`config.mk`:
```
export PLATFORM = sky130hd
export DESIGN_NAME = flash_cmd_ctrl
export DESIGN_NICKNAME = d
export VERILOG_FILES = /design/src/rtl/flash_cmd_pkg.sv /design/src/rtl/flash_wsm.sv /design/src/rtl/flash_cmd_decode.sv /design/src/rtl/flash_read_mux.sv /design/src/rtl/flash_cmd_ctrl.sv
export SDC_FILE = /design/constraint.sdc
export NUM_CORES = 1
export LEC_CHECK = 0
export BUFFER_PORTS_ARGS = -buffer_cell sky130_fd_sc_hd__buf_2
export CORE_MARGIN = 2
export CORE_UTILIZATION = 50
export CTS_CLUSTER_DIAMETER = 50
export DETAILED_ROUTE_END_ITERATION = 8
export PLACE_DENSITY_LB_ADDON = 0.05
export SYNTH_ARGS = -nofsm -noshare
export SYNTH_HDL_FRONTEND = slang
export SYNTH_SLANG_ARGS = --single-unit
```
`constraint.sdc`:
```
create_clock -name clk -period 7.2 [get_ports clk]
set_clock_uncertainty 0.15 [all_clocks]
set_input_delay 1.44 -clock clk [delete_from_list [all_inputs] [get_ports clk]]
set_output_delay 1.44 -clock clk [all_outputs]
set_load 0.03 [all_outputs]
```
`src/rtl/flash_cmd_pkg.sv`:
```
package flash_cmd_pkg;

   typedef enum logic [1:0] {
      RM_ARRAY,
      RM_STATUS,
      RM_IDENT
   } rd_mode_e;

   typedef enum logic [1:0] {
      CS_IDLE,
      CS_WSETUP,
      CS_ESETUP
   } cmd_state_e;

   typedef enum logic [1:0] {
      OP_NONE,
      OP_WRITE,
      OP_ERASE
   } wsm_op_e;

   typedef struct packed {
      logic err_erase;
      logic err_write;
      logic err_vpp;
   } sticky_t;

   localparam logic [7:0] CMD_READ_ARRAY = 8'hFF;
   localparam logic [7:0] CMD_IDENT      = 8'h90;
   localparam logic [7:0] CMD_STATUS     = 8'h70;
   localparam logic [7:0] CMD_CLEAR      = 8'h50;
   localparam logic [7:0] CMD_WRITE_A    = 8'h40;
   localparam logic [7:0] CMD_WRITE_B    = 8'h10;
   localparam logic [7:0] CMD_ERASE      = 8'h20;
   localparam logic [7:0] CMD_CONFIRM    = 8'hD0;
   localparam logic [7:0] CMD_SUSPEND    = 8'hB0;

   localparam logic [7:0] ID_MAKER  = 8'h89;
   localparam logic [7:0] ID_DEVICE = 8'hA2;

endpackage

```
`src/rtl/flash_wsm.sv`:
```
module flash_wsm
   import flash_cmd_pkg::*;
#(
   parameter int ADDR_W       = 20,
   parameter int WRITE_CYCLES = 6,
   parameter int ERASE_CYCLES = 24,
   parameter bit SUSPEND_EN   = 1'b1
) (
   input  logic              clk,
   input  logic              rst_n,
   input  logic              start_wr,
   input  logic              start_er,
   input  logic [ADDR_W-1:0] start_addr,
   input  logic [7:0]        start_data,
   input  logic              suspend_req,
   input  logic              resume_req,
   output logic              running,
   output logic              suspended,
   output logic              erasing,
   output logic              done_wr,
   output logic              done_er,
   output logic [ADDR_W-1:0] op_addr,
   output logic [7:0]        op_data
);

   localparam int MAX_CYC = (WRITE_CYCLES > ERASE_CYCLES) ? WRITE_CYCLES : ERASE_CYCLES;
   localparam int CNT_W   = $clog2(MAX_CYC + 1);

   wsm_op_e          op_q;
   logic [CNT_W-1:0] rem_q;
   logic             susp_q;
   logic             active;
   logic             last;

   assign active  = (op_q != OP_NONE);
   assign running = active && !susp_q;
   assign last    = running && (rem_q == CNT_W'(1));
   assign erasing = (op_q == OP_ERASE);
   assign done_wr = last && (op_q == OP_WRITE);
   assign done_er = last && (op_q == OP_ERASE);
   assign suspended = susp_q;

   always_ff @(posedge clk) begin
      if (!rst_n) begin
         op_q    <= OP_NONE;
         rem_q   <= '0;
         op_addr <= '0;
         op_data <= '0;
      end else if (!active && (start_wr || start_er)) begin
         op_q    <= start_er ? OP_ERASE : OP_WRITE;
         rem_q   <= start_er ? CNT_W'(ERASE_CYCLES) : CNT_W'(WRITE_CYCLES);
         op_addr <= start_addr;
         op_data <= start_data;
      end else if (running) begin
         if (last) begin
            op_q <= OP_NONE;
         end else begin
            rem_q <= rem_q - CNT_W'(1);
         end
      end
   end

   generate
      if (SUSPEND_EN) begin : g_susp
         always_ff @(posedge clk) begin
            if (!rst_n) begin
               susp_q <= 1'b0;
            end else if (suspend_req && running && erasing && !last) begin
               susp_q <= 1'b1;
            end else if (resume_req && susp_q) begin
               susp_q <= 1'b0;
            end
         end
      end else begin : g_nosusp
         logic unused_req;
         assign unused_req = suspend_req | resume_req;
         assign susp_q = 1'b0;
      end
   endgenerate

endmodule

```
`src/rtl/flash_cmd_decode.sv`:
```
module flash_cmd_decode
   import flash_cmd_pkg::*;
(
   input  logic       clk,
   input  logic       rst_n,
   input  logic       bus_wr,
   input  logic [7:0] wdata,
   input  logic       vpp_low,
   input  logic       running,
   input  logic       suspended,
   input  logic       erasing,
   output rd_mode_e   mode,
   output sticky_t    sticky,
   output logic       start_wr,
   output logic       start_er,
   output logic       suspend_req,
   output logic       resume_req
);

   cmd_state_e cstate_q, cstate_n;
   rd_mode_e   mode_q, mode_n;
   sticky_t    sticky_q, sticky_n;

   always_comb begin
      cstate_n    = cstate_q;
      mode_n      = mode_q;
      sticky_n    = sticky_q;
      start_wr    = 1'b0;
      start_er    = 1'b0;
      suspend_req = 1'b0;
      resume_req  = 1'b0;
      if (bus_wr) begin
         unique case (cstate_q)
            CS_WSETUP: begin
               cstate_n = CS_IDLE;
               mode_n   = RM_STATUS;
               if (vpp_low) begin
                  sticky_n.err_vpp   = 1'b1;
                  sticky_n.err_write = 1'b1;
               end else begin
                  start_wr = 1'b1;
               end
            end
            CS_ESETUP: begin
               cstate_n = CS_IDLE;
               mode_n   = RM_STATUS;
               if (wdata != CMD_CONFIRM) begin
                  sticky_n.err_erase = 1'b1;
                  sticky_n.err_write = 1'b1;
               end else if (vpp_low) begin
                  sticky_n.err_vpp   = 1'b1;
                  sticky_n.err_erase = 1'b1;
               end else begin
                  start_er = 1'b1;
               end
            end
            default: begin
               if (running) begin
                  if (wdata == CMD_STATUS) begin
                     mode_n = RM_STATUS;
                  end else if (wdata == CMD_SUSPEND && erasing) begin
                     suspend_req = 1'b1;
                     mode_n      = RM_STATUS;
                  end
               end else if (suspended) begin
                  case (wdata)
                     CMD_READ_ARRAY: mode_n = RM_ARRAY;
                     CMD_STATUS:     mode_n = RM_STATUS;
                     CMD_CONFIRM: begin
                        resume_req = 1'b1;
                        mode_n     = RM_STATUS;
                     end
                     default: ;
                  endcase
               end else begin
                  case (wdata)
                     CMD_READ_ARRAY: mode_n = RM_ARRAY;
                     CMD_IDENT:      mode_n = RM_IDENT;
                     CMD_STATUS:     mode_n = RM_STATUS;
                     CMD_CLEAR:      sticky_n = '0;
                     CMD_WRITE_A, CMD_WRITE_B: begin
                        cstate_n = CS_WSETUP;
                        mode_n   = RM_STATUS;
                     end
                     CMD_ERASE: begin
                        cstate_n = CS_ESETUP;
                        mode_n   = RM_STATUS;
                     end
                     default: ;
                  endcase
               end
            end
         endcase
      end
   end

   always_ff @(posedge clk) begin
      if (!rst_n) begin
         cstate_q <= CS_IDLE;
         mode_q   <= RM_ARRAY;
         sticky_q <= '0;
      end else begin
         cstate_q <= cstate_n;
         mode_q   <= mode_n;
         sticky_q <= sticky_n;
      end
   end

   assign mode   = mode_q;
   assign sticky = sticky_q;

endmodule

```
`src/rtl/flash_read_mux.sv`:
```
module flash_read_mux
   import flash_cmd_pkg::*;
#(
   parameter int BLK_W = 4
) (
   input  logic             rd_en,
   input  rd_mode_e         mode,
   input  logic [BLK_W-1:0] blk,
   input  logic             addr_lsb,
   input  logic [7:0]       mem_rdata,
   input  logic [7:0]       status,
   input  logic             suspended,
   input  logic [BLK_W-1:0] susp_blk,
   output logic [7:0]       rdata
);

   logic blocked;
   assign blocked = suspended && (blk == susp_blk);

   always_comb begin
      rdata = 8'h00;
      if (rd_en) begin
         unique case (mode)
            RM_STATUS: rdata = status;
            RM_IDENT:  rdata = addr_lsb ? ID_DEVICE : ID_MAKER;
            default:   rdata = blocked ? 8'h00 : mem_rdata;
         endcase
      end
   end

endmodule

```
`src/rtl/flash_cmd_ctrl.sv`:
```
module flash_cmd_ctrl
   import flash_cmd_pkg::*;
#(
   parameter int ADDR_W       = 20,
   parameter int BLK_W        = 4,
   parameter int WRITE_CYCLES = 6,
   parameter int ERASE_CYCLES = 24,
   parameter bit SUSPEND_EN   = 1'b1
) (
   input  logic              clk,
   input  logic              rst_n,
   input  logic              ce,
   input  logic              we,
   input  logic              oe,
   input  logic [ADDR_W-1:0] addr,
   input  logic [7:0]        wdata,
   input  logic              vpp_low,
   output logic [7:0]        rdata,
   output logic              ready,
   output logic [ADDR_W-1:0] mem_addr,
   input  logic [7:0]        mem_rdata,
   output logic              mem_wr_en,
   output logic              mem_erase_en,
   output logic [ADDR_W-1:0] mem_op_addr,
   output logic [7:0]        mem_op_data
);

   localparam int BLK_LSB = ADDR_W - BLK_W;

   initial begin : p_param_chk
      assert (BLK_W >= 1 && BLK_W < ADDR_W)
         else $error("BLK_W must be between 1 and ADDR_W-1");
      assert (WRITE_CYCLES >= 2 && ERASE_CYCLES >= 2)
         else $error("busy cycle counts must be at least 2");
   end

   logic     bus_wr;
   logic     rd_en;
   rd_mode_e mode;
   sticky_t  sticky;
   logic     start_wr, start_er, suspend_req, resume_req;
   logic     wsm_run, wsm_susp, wsm_erasing;
   logic [7:0] status;
   logic     err_erase_q;

   assign bus_wr = ce && we;
   assign rd_en  = ce && oe;

   flash_cmd_decode u_dec (
      .clk         (clk),
      .rst_n       (rst_n),
      .bus_wr      (bus_wr),
      .wdata       (wdata),
      .vpp_low     (vpp_low),
      .running     (wsm_run),
      .suspended   (wsm_susp),
      .erasing     (wsm_erasing),
      .mode        (mode),
      .sticky      (sticky),
      .start_wr    (start_wr),
      .start_er    (start_er),
      .suspend_req (suspend_req),
      .resume_req  (resume_req)
   );

   flash_wsm #(
      .ADDR_W       (ADDR_W),
      .WRITE_CYCLES (WRITE_CYCLES),
      .ERASE_CYCLES (ERASE_CYCLES),
      .SUSPEND_EN   (SUSPEND_EN)
   ) u_wsm (
      .clk         (clk),
      .rst_n       (rst_n),
      .start_wr    (start_wr),
      .start_er    (start_er),
      .start_addr  (addr),
      .start_data  (wdata),
      .suspend_req (suspend_req),
      .resume_req  (resume_req),
      .running     (wsm_run),
      .suspended   (wsm_susp),
      .erasing     (wsm_erasing),
      .done_wr     (mem_wr_en),
      .done_er     (mem_erase_en),
      .op_addr     (mem_op_addr),
      .op_data     (mem_op_data)
   );

   assign status = {!wsm_run, wsm_susp, sticky.err_erase, sticky.err_write,
                    sticky.err_vpp, 3'b000};

   flash_read_mux #(
      .BLK_W (BLK_W)
   ) u_rmux (
      .rd_en     (rd_en),
      .mode      (mode),
      .blk       (addr[ADDR_W-1:BLK_LSB]),
      .addr_lsb  (addr[0]),
      .mem_rdata (mem_rdata),
      .status    (status),
      .suspended (wsm_susp),
      .susp_blk  (mem_op_addr[ADDR_W-1:BLK_LSB]),
      .rdata     (rdata)
   );

   assign ready       = !wsm_run;
   assign mem_addr    = addr;
   assign err_erase_q = sticky.err_erase;

endmodule

```
==> results of run 1 <==
[flip-flops by register name, summed over array words and instances (netlist names)]
name / count
u_wsm.op_addr: 20
u_wsm.op_data: 8
u_wsm.suspended: 1
u_wsm.op_q: 2
u_dec.mode: 2
u_dec.cstate_q: 2
u_dec.sticky: 3
u_wsm.rem_q: 5
[per-layer routing]
layer	wire (um)	GRT usage	part of all wire	vias up
met3	376	0.0549	0.064	8
met2	2550	0.358	0.44	94
met4	82	0.0687	0.014	0
li1	-	-	-	1254
met1	2850	0.297	0.49	1094
met5	0	0	0	-
[per-stage QoR]
step / total power [mW] / instance area, um^2
3_5_place_dp: 0.303 / 2810
6_report: 0.449 / 2890
3_3_place_gp: 0.302 / 2810
2_1_floorplan: 0.286 / 2440
4_1_cts: 0.455 / 2890
5_1_grt: 0.469 / 2890
[cell type report]
| type | instances | area (um^2) |
|---|---|---|
| Clock buffer | 6 | 72.6 |
| Clock inverter | 2 | 12.5 |
| Fill cell | 455 | 1830 |
| Inverter | 15 | 56.3 |
| Multi-Input combinational cell | 232 | 1290 |
| Sequential cell | 43 | 861 |
| Tap cell | 67 | 83.8 |
| Timing Repair Buffer | 102 | 515 |
[cell families (layout without fill, tap and decap cells)]
kind of cell	count (synthesis)	in the layout	share of synthesized area
adder cells (fa/ha/maj)	6	6	0.0308
buffers and inverters	53	125	0.119
AO/OA/AOI/OAI	80	80	0.207
XOR/XNOR	3	3	0.0108
AND/OR/NAND/NOR	138	138	0.259
flip-flops	43	43	0.353
multiplexers	5	5	0.0205
[critical path, stage by stage]
cell	delay, ns
buf_2	0.12
nand2b_1	0.14
o2111a_1	0.12
a31oi_1	0.60
a22oi_1	0.19
nor2_1	0.12
buf_2	0.20
[report_power, final]
| group | internal, mW | leakage (nW) | switching [mW] |
|---|---|---|---|
| Combinational | 0.0195 | 0.837 | 0.0400 |
| Clock | 0.0678 | 0.0412 | 0.0838 |
| Sequential | 0.238 | 0.346 | 0.000171 |
| Total | 0.325 | 1.22 | 0.124 |
[placed cells by master, fill, tap and decap left out, types with 3 or more instances in the layout]
| cell type | netlist | layout |
|---|---|---|
| mux2i_1 | 5 | 5 |
| nand2b_1 | 7 | 7 |
| nand2_1 | 75 | 75 |
| inv_1 | 15 | 15 |
| nor4_1 | 4 | 4 |
| buf_2 | 3 | 100 |
| ha_1 | 6 | 6 |
| nor2_1 | 26 | 26 |
| clkbuf_8 | 0 | 5 |
| nor3_1 | 5 | 5 |
| nand3_1 | 4 | 4 |
| a21oi_1 | 40 | 40 |
| dfxtp_1 | 43 | 43 |
| nand4_1 | 3 | 3 |
| a22oi_1 | 5 | 5 |
| o21a_1 | 5 | 5 |
| o21ai_0 | 6 | 5 |
| a31oi_1 | 3 | 3 |
[worst paths after layout]
kind,slack [ns],cells past startpoint,endpoint,from
hold / removal,0.30,2,u_wsm.op_addr[2]$_SDFFE_PN0P_,u_wsm.op_addr[2]$_SDFFE_PN0P_
hold reg to reg,0.30,2,u_wsm.op_addr[2]$_SDFFE_PN0P_,u_wsm.op_addr[2]$_SDFFE_PN0P_
setup / recovery,2.68,7,rdata[6],addr[19]
setup reg to reg,4.66,6,u_wsm.rem_q[1]$_SDFFE_PN0P_,u_dec.cstate_q[1]$_SDFFE_PN0P_
==> flow_metrics.py, run 1 <==
metrics = {
    "status": {
        "status": "complete, no violations",
    },
    "clock_tree": {
        "insertion_delay_ns": 0.30,
        "cts_tree": "done",
        "ctsRootBufferMaster": "clkbuf_8",
        "hold_buffers": 0,
        "clock_path_buffers": 2,
        "cts.clk_slew.worst_paths_ns": 0.08,
        "post_cts_resized": 0,
        "cts.sinks": 43,
        "postCtsSetupBuffers": 0,
        "htree_num_levels": 2,
        "cts_buffers": 5,
    },
    "global_routing": {
        "antenna_found_initial": 0,
        "grt_max_degree": 30,
        "gr-usage-all-layers": 0.224,
        "grt_pass1_wl_um": 9540,
        "grt_overflow_total": 0,
        "first_global_vias": 2135,
    },
    "sta": {
        "timing.hold.ws_ns": 0.303,
        "grt_setup_unrepaired": "false",
        "slew_viol_final": 0,
        "hold_viol_final": 0,
        "slew_headroom": 0.315,
        "fmax_mhz": 221,
        "worst_slack_ns": 2.68,
        "setup_viol": 0,
        "tns_ns": 0,
        "worst_pin_slew_ns": 1.03,
        "fin_crit_ns": 4.52,
        "timing.final.crit_share": 0.628,
    },
    "logic_synthesis": {
        "synth_top_area_share": 0.353,
        "synth_edf_count": 0,
        "avgSynthCellArea_um2": 7.43,
        "synth-main-ff-cell": "dfxtp_1",
        "syn_area_um2": 2440,
        "synth_seq_cells": 43,
        "syn_inst": 328,
        "syn_nets": 376,
        "async_reset_ff_frac": 0,
        "yosysMostFrequentCell": "nand2_1",
        "yosys_warnings": 0,
        "ys_top_cells_by_area": "dfxtp_1, nand2_1, a21oi_1",
        "synth_cell_types": 49,
        "synth_top_cell_by_area": "dfxtp_1",
        "synthTopCellsByCount": "nand2_1, dfxtp_1, a21oi_1, nor2_1, buf_4",
        "ys_seq_area_frac": 0.353,
    },
    "floorplan": {
        "die_area_um2": 5450,
        "core-area_um2": 4720,
        "placementRows": 25,
        "initial_core_util": 0.516,
        "io_pins": 101,
        "dieHeight_um": 73.8,
        "die_x_um": 73.8,
    },
    "layout": {
        "area_growth_pct": 18.7,
        "nets": 447,
        "diodes": 0,
        "drive_gt1_frac": 0.280,
        "stdcell_count": 467,
        "post-route-util": 0.612,
    },
    "drt": {
        "drt_iter0_markers": 87,
        "wirelength_um": 5860,
        "drc": 0,
        "vias": 2450,
        "firstDrtPassIters": 4,
        "routedWlPerCell_um": 12.6,
        "detail-route-antenna-nets": 0,
        "drt-vias-per-instance": 5.25,
    },
    "power": {
        "p_per_area_nw_per_um2": 155,
        "irDropWorstVdd_v": 0.0000983,
        "power.leakage_nw": 1.22,
    },
    "worst_setup_path": {
        "required_ns": 5.61,
        "worstPathArrival_ns": 2.93,
        "worst-setup-path-type": "primary input to primary output",
        "startpoint_type": "primary input",
        "cp_max_fo": 8,
        "endpoint_kind": "primary output",
    },
    "placement": {
        "hpwl_um": 4340,
        "dp_slack_ns": 2.70,
        "dp.cells": 459,
        "port-buffer-count": 100,
        "finalWeightedCongestion": 0.865,
    },
    "run": {
        "cap_violations": 0,
    },
    "hold_path": {
        "hp-class": "flop to flop",
    },
}
No activity file was read; power rests on OpenSTA's default activity.
==> run 2: changes to the inputs <==
Settings changed: CORE_UTILIZATION 50 to 48.
Clock period 7.2 ns to 4.7 ns, I/O delays scaled along.
==> run 2 against run 1 <==
- sequential power grew 53%
- first-iteration DRC count up 69%
- non-clock buffer count rose by 1
- critical path depth decreased by 1
- combinational power increased by 54%
- sequential cell count unchanged
- worst setup slack got worse by 1.5 ns
- highest routed layer unchanged
==> flow_metrics.py, run 2 (synthesis gave the netlist of run 1 again) <==
metrics = {
    "clock_tree": {
        "cts.sinks": 43,
        "htree_num_levels": 2,
        "cts_buffers": 5,
        "post_cts_resized": 0,
        "postCtsSetupBuffers": 0,
        "cts.clk_slew.worst_paths_ns": 0.08,
        "insertion_delay_ns": 0.30,
        "hold_buffers": 0,
        "clock_path_buffers": 2,
        "cts_tree": "done",
        "ctsRootBufferMaster": "clkbuf_8",
    },
    "sta": {
        "slew_headroom": 0.568,
        "slew_viol_final": 0,
        "worst_slack_ns": 1.18,
        "fmax_mhz": 284,
        "setup_viol": 0,
        "grt_setup_unrepaired": "false",
        "worst_pin_slew_ns": 0.638,
        "timing.final.crit_share": 0.749,
        "fin_crit_ns": 3.52,
        "tns_ns": 0,
        "hold_viol_final": 0,
    },
    "layout": {
        "drive_gt1_frac": 0.282,
        "diodes": 0,
        "n_fill_cell": 492,
        "layout_commonest_cell": "buf_2",
        "area_growth_pct": 19.0,
        "top_register": "u_wsm.op_addr",
        "nets": 448,
        "most-common-layout-cells": "buf_2, nand2_1, dfxtp_1",
        "reg.largest.list": "u_wsm.op_addr: 20 flops, u_wsm.op_data: 8 flops, u_wsm.rem_q: 5 flops",
        "largest_register_ff_count": 20,
        "stdcell_count": 468,
    },
    "global_routing": {
        "gr-usage-all-layers": 0.215,
        "use_met2": 0.347,
        "grtUsageMet3": 0.0629,
        "grt_pass1_wl_um": 9450,
        "busiest_layer": "met2",
        "antenna_found_initial": 0,
        "first_global_vias": 2054,
        "grt_max_degree": 40,
        "grt_overflow_total": 0,
        "grtUsageMet1": 0.281,
    },
    "worst_setup_path": {
        "worst-setup-path-type": "primary input to primary output",
        "r2r_slack_ns": 2.30,
        "cp_slowest_stage_delay_ns": 0.53,
        "endpoint_kind": "primary output",
        "r2r_end": "u_dec.mode[1]$_SDFFE_PN0P_",
        "critPathCapture": "rdata[6]",
        "path_buf_inv": 2,
        "path_depth": 6,
        "startpoint": "addr[19]",
        "cp_cell_sequence": "buf_2 -> a222oi_1 -> a31oi_1 -> a22oi_1 -> nor2_1 -> buf_2",
        "cp_max_fo": 8,
        "startpoint_type": "primary input",
        "critPathSlowestCell": "a222oi_1",
        "critPathTopFamily": "compound AO/OA/AOI/OAI gates",
        "rr_startpoint": "u_wsm.op_q[1]$_SDFFE_PN0P_",
        "rr_worst_depth": 5,
        "worstPathArrival_ns": 2.43,
        "cp_common_cell": "buf_2",
        "required_ns": 3.61,
    },
    "drt": {
        "wirelength_um": 5980,
        "detail-route-antenna-nets": 0,
        "vias": 2444,
        "firstDrtPassIters": 4,
        "routedWlPerCell_um": 12.8,
        "drc": 0,
        "drt-vias-per-instance": 5.22,
        "drt_iter0_markers": 147,
    },
    "placement": {
        "hpwl_um": 4410,
        "dp_slack_ns": 1.22,
        "dp.cells": 460,
        "finalWeightedCongestion": 0.846,
        "port-buffer-count": 100,
    },
    "floorplan": {
        "dieHeight_um": 75.3,
        "initial_core_util": 0.506,
        "die_x_um": 75.3,
        "die_area_um2": 5660,
        "core-area_um2": 4820,
        "placementRows": 25,
        "io_pins": 101,
    },
    "power": {
        "power.leakage_nw": 1.23,
        "p_per_area_nw_per_um2": 237,
        "irDropWorstVdd_v": 0.000213,
    },
    "run": {
        "cap_violations": 0,
    },
    "hold_path": {
        "hp-start": "u_wsm.op_addr[12]$_SDFFE_PN0P_",
        "hp-class": "flop to flop",
    },
    "status": {
        "status": "complete, no violations",
    },
}
-- run 2: worst min-delay path by stage --
stage	slack, ns	endpoint	cells after the start
3_5_place_dp	0.29	u_wsm.op_addr[9]$_SDFFE_PN0P_	2
4_1_cts	0.30	u_wsm.op_addr[9]$_SDFFE_PN0P_	2
2_1_floorplan	0.28	u_dec.sticky[1]$_SDFFE_PN0P_	2
6_report	0.30	u_wsm.op_addr[12]$_SDFFE_PN0P_	2
3_3_place_gp	0.29	u_wsm.op_addr[0]$_SDFFE_PN0P_	2
5_1_grt	0.32	u_wsm.op_addr[2]$_SDFFE_PN0P_	2
-- run 2: final cells by class --
cell class | instances | area, um^2 | share of cell area
timing repair buffer | 103 | 523 | 0.180
multi-input combinational | 232 | 1290 | 0.445
inverter | 15 | 56.3 | 0.0194
sequential | 43 | 861 | 0.297
clock inverter | 2 | 12.5 | 0.00431
clock buffer | 6 | 72.6 | 0.0250
tap | 67 | 83.8 | 0.0289
-- run 2: power by group --
group | internal (mW) | total [mW] | switching (mW) | leakage, nW
Combinational | 0.0299 | 0.0918 | 0.0619 | 0.843
Sequential | 0.364 | 0.364 | 0.000268 | 0.346
Clock | 0.104 | 0.230 | 0.126 | 0.0412
-- run 2: routing by layer --
layer / routed length [um] / up-vias / part of all wire
met4: 75 / 0 / 0.013
met2: 2680 / 103 / 0.45
met5: 0 / - / 0
li1: - / 1255 / -
met1: 2720 / 1077 / 0.45
met3: 511 / 9 / 0.085
-- run 2: worst register-to-register path, cell delays in order (launching register included) --
cell and delay (ns):
dfxtp_1 0.49, or4bb_1 0.54, a2111oi_0 0.45, nor2_1 0.15
a221oi_1 0.36, a211oi_1 0.13
-- run 2: per-stage QoR --
step           hold WS (ns)   util  total power [mW]  instance area (um^2)
2_1_floorplan         0.284      -             0.438                  2440
3_3_place_gp          0.289  0.584             0.464                  2820
3_5_place_dp          0.293  0.584             0.465                  2820
4_1_cts               0.305  0.602             0.694                  2900
5_1_grt               0.321  0.602             0.720                  2900
6_report              0.304  0.602             0.686                  2900
==> run 3: changes to the inputs <==
Settings changed: CORE_UTILIZATION 48 to 43.
Clock period 4.7 ns to 3 ns, I/O delays scaled along.
==> run 3 against run 2 <==
- sequential power is 57% higher
- core utilization down 6.4 points
- count of clock-buffer cells in the layout fell by 1
- combinational power is 60% higher
==> flow_metrics.py, run 3 (synthesis gave the netlist of run 1 again) <==
metrics = {
    "status": {
        "status": "complete, no violations",
    },
    "clock_tree": {
        "postCtsSetupBuffers": 0,
        "clock_path_buffers": 2,
        "cts_tree": "done",
        "cts_buffers": 5,
        "cts.clk_slew.worst_paths_ns": 0.09,
        "cts.sinks": 43,
        "hold_buffers": 0,
        "post_cts_resized": 0,
        "insertion_delay_ns": 0.30,
        "htree_num_levels": 2,
        "ctsRootBufferMaster": "clkbuf_8",
    },
    "sta": {
        "fin_crit_ns": 2.79,
        "worst_pin_slew_ns": 0.513,
        "setup_viol": 0,
        "slew_headroom": 0.655,
        "hold_viol_final": 0,
        "grt_setup_unrepaired": "false",
        "slew_viol_final": 0,
        "tns_ns": 0,
        "fmax_mhz": 358,
        "timing.hold.ws_ns": 0.304,
        "timing.final.crit_share": 0.931,
    },
    "worst_setup_path": {
        "cp_max_fo": 8,
        "rr_startpoint": "u_wsm.op_q[1]$_SDFFE_PN0P_",
        "worst-setup-path-type": "flop to primary output",
        "rr_worst_depth": 5,
        "endpoint_kind": "primary output",
        "worstPathArrival_ns": 2.04,
        "r2r_end": "u_dec.mode[0]$_SDFFE_PN0P_",
        "required_ns": 2.25,
        "r2r_slack_ns": 0.71,
        "startpoint_type": "flop",
    },
    "layout": {
        "reg.largest.list": "u_wsm.op_addr: 20 flops, u_wsm.op_data: 8 flops, u_wsm.rem_q: 5 flops",
        "most-common-layout-cells": "buf_2, nand2_1, dfxtp_1",
        "nets": 453,
        "drive_gt1_frac": 0.293,
        "largest_register_ff_count": 20,
        "layout_commonest_cell": "buf_2",
        "top_register": "u_wsm.op_addr",
        "area_growth_pct": 21.5,
        "diodes": 0,
    },
    "floorplan": {
        "placementRows": 27,
        "die_x_um": 79.3,
        "die_area_um2": 6290,
        "initial_core_util": 0.443,
        "io_pins": 101,
        "dieHeight_um": 79.3,
        "core-area_um2": 5510,
    },
    "drt": {
        "firstDrtPassIters": 4,
        "drt-vias-per-instance": 5.11,
        "wirelength_um": 6190,
        "drt_iter0_markers": 166,
        "vias": 2444,
        "drc": 0,
        "detail-route-antenna-nets": 0,
        "routedWlPerCell_um": 13.0,
    },
    "hold_path": {
        "hp-start": "u_wsm.op_data[3]$_SDFFE_PN0P_",
        "hold_end": "u_wsm.op_data[3]$_SDFFE_PN0P_",
        "holdPathStages": 2,
        "hp-class": "flop to flop",
    },
    "power": {
        "power.leakage_nw": 1.26,
        "irDropWorstVdd_v": 0.000244,
        "p_per_area_nw_per_um2": 369,
    },
    "placement": {
        "port-buffer-count": 100,
        "hpwl_um": 4580,
        "finalWeightedCongestion": 0.860,
    },
    "global_routing": {
        "grt_overflow_total": 0,
        "first_global_vias": 2042,
        "grt_max_degree": 32,
        "antenna_found_initial": 0,
        "gr-usage-all-layers": 0.195,
        "grt_pass1_wl_um": 9710,
    },
    "run": {
        "cap_violations": 0,
    },
}
run 3: power breakdown:
part,switching (mW),internal [mW]
logic,0.0980,0.0488
clock network,0.213,0.162
registers,0.000433,0.571
run 3: through the flow:
stage | util | instance area, um^2 | worst slack, ns | cells | power (mW)
floorplan | - | 2440 | 0.288 | 328 | 0.686
global placement | 0.521 | 2870 | 0.275 | 470 | 0.731
detailed placement | 0.521 | 2870 | 0.248 | 470 | 0.731
CTS | 0.538 | 2960 | 0.258 | 478 | 1.11
global route | 0.538 | 2960 | 0.119 | 478 | 1.14
finish | 0.538 | 2960 | 0.208 | 478 | 1.09
run 3: per-layer routing:
layer / global-route usage / vias up / part of all wire
met2: 0.301 / 94 / 0.44
met3: 0.0466 / 8 / 0.082
met5: 0 / - / 0
li1: - / 1267 / -
met4: 0.0707 / 0 / 0.0092
met1: 0.266 / 1075 / 0.47
run 3: worst max path at each step:
stage	from	end	slack [ns]
after floorplan	u_wsm.rem_q[0]$_SDFFE_PN0P_	mem_erase_en	0.29
after detailed placement	wdata[0]	u_wsm.rem_q[1]$_SDFFE_PN0P_	0.25
final	u_dec.mode[0]$_SDFFE_PN0P_	rdata[4]	0.21
after global routing	u_dec.mode[0]$_SDFFE_PN0P_	rdata[4]	0.12
after global placement	wdata[0]	u_wsm.rem_q[1]$_SDFFE_PN0P_	0.27
after CTS	u_dec.mode[0]$_SDFFE_PN0P_	rdata[4]	0.26
run 3: cell type report:
| type | instances | area, um^2 |
|---|---|---|
| multi-input cells | 232 | 1290 |
| inverters | 15 | 56.3 |
| fillers | 546 | 2550 |
| flip-flops and latches | 43 | 861 |
| well taps | 72 | 90.1 |
| repair buffers | 108 | 573 |
| clock inverters | 3 | 20.0 |
| clock buffers | 5 | 68.8 |
run 3: worst max-delay path: stages (launching register included):
cell and delay, ns:
dfxtp_1 0.37, inv_1 0.05, ha_1 0.35, inv_1 0.12, a31oi_1 0.25, buf_4 0.21
a22oi_1 0.09, nor2_1 0.09, buf_2 0.21
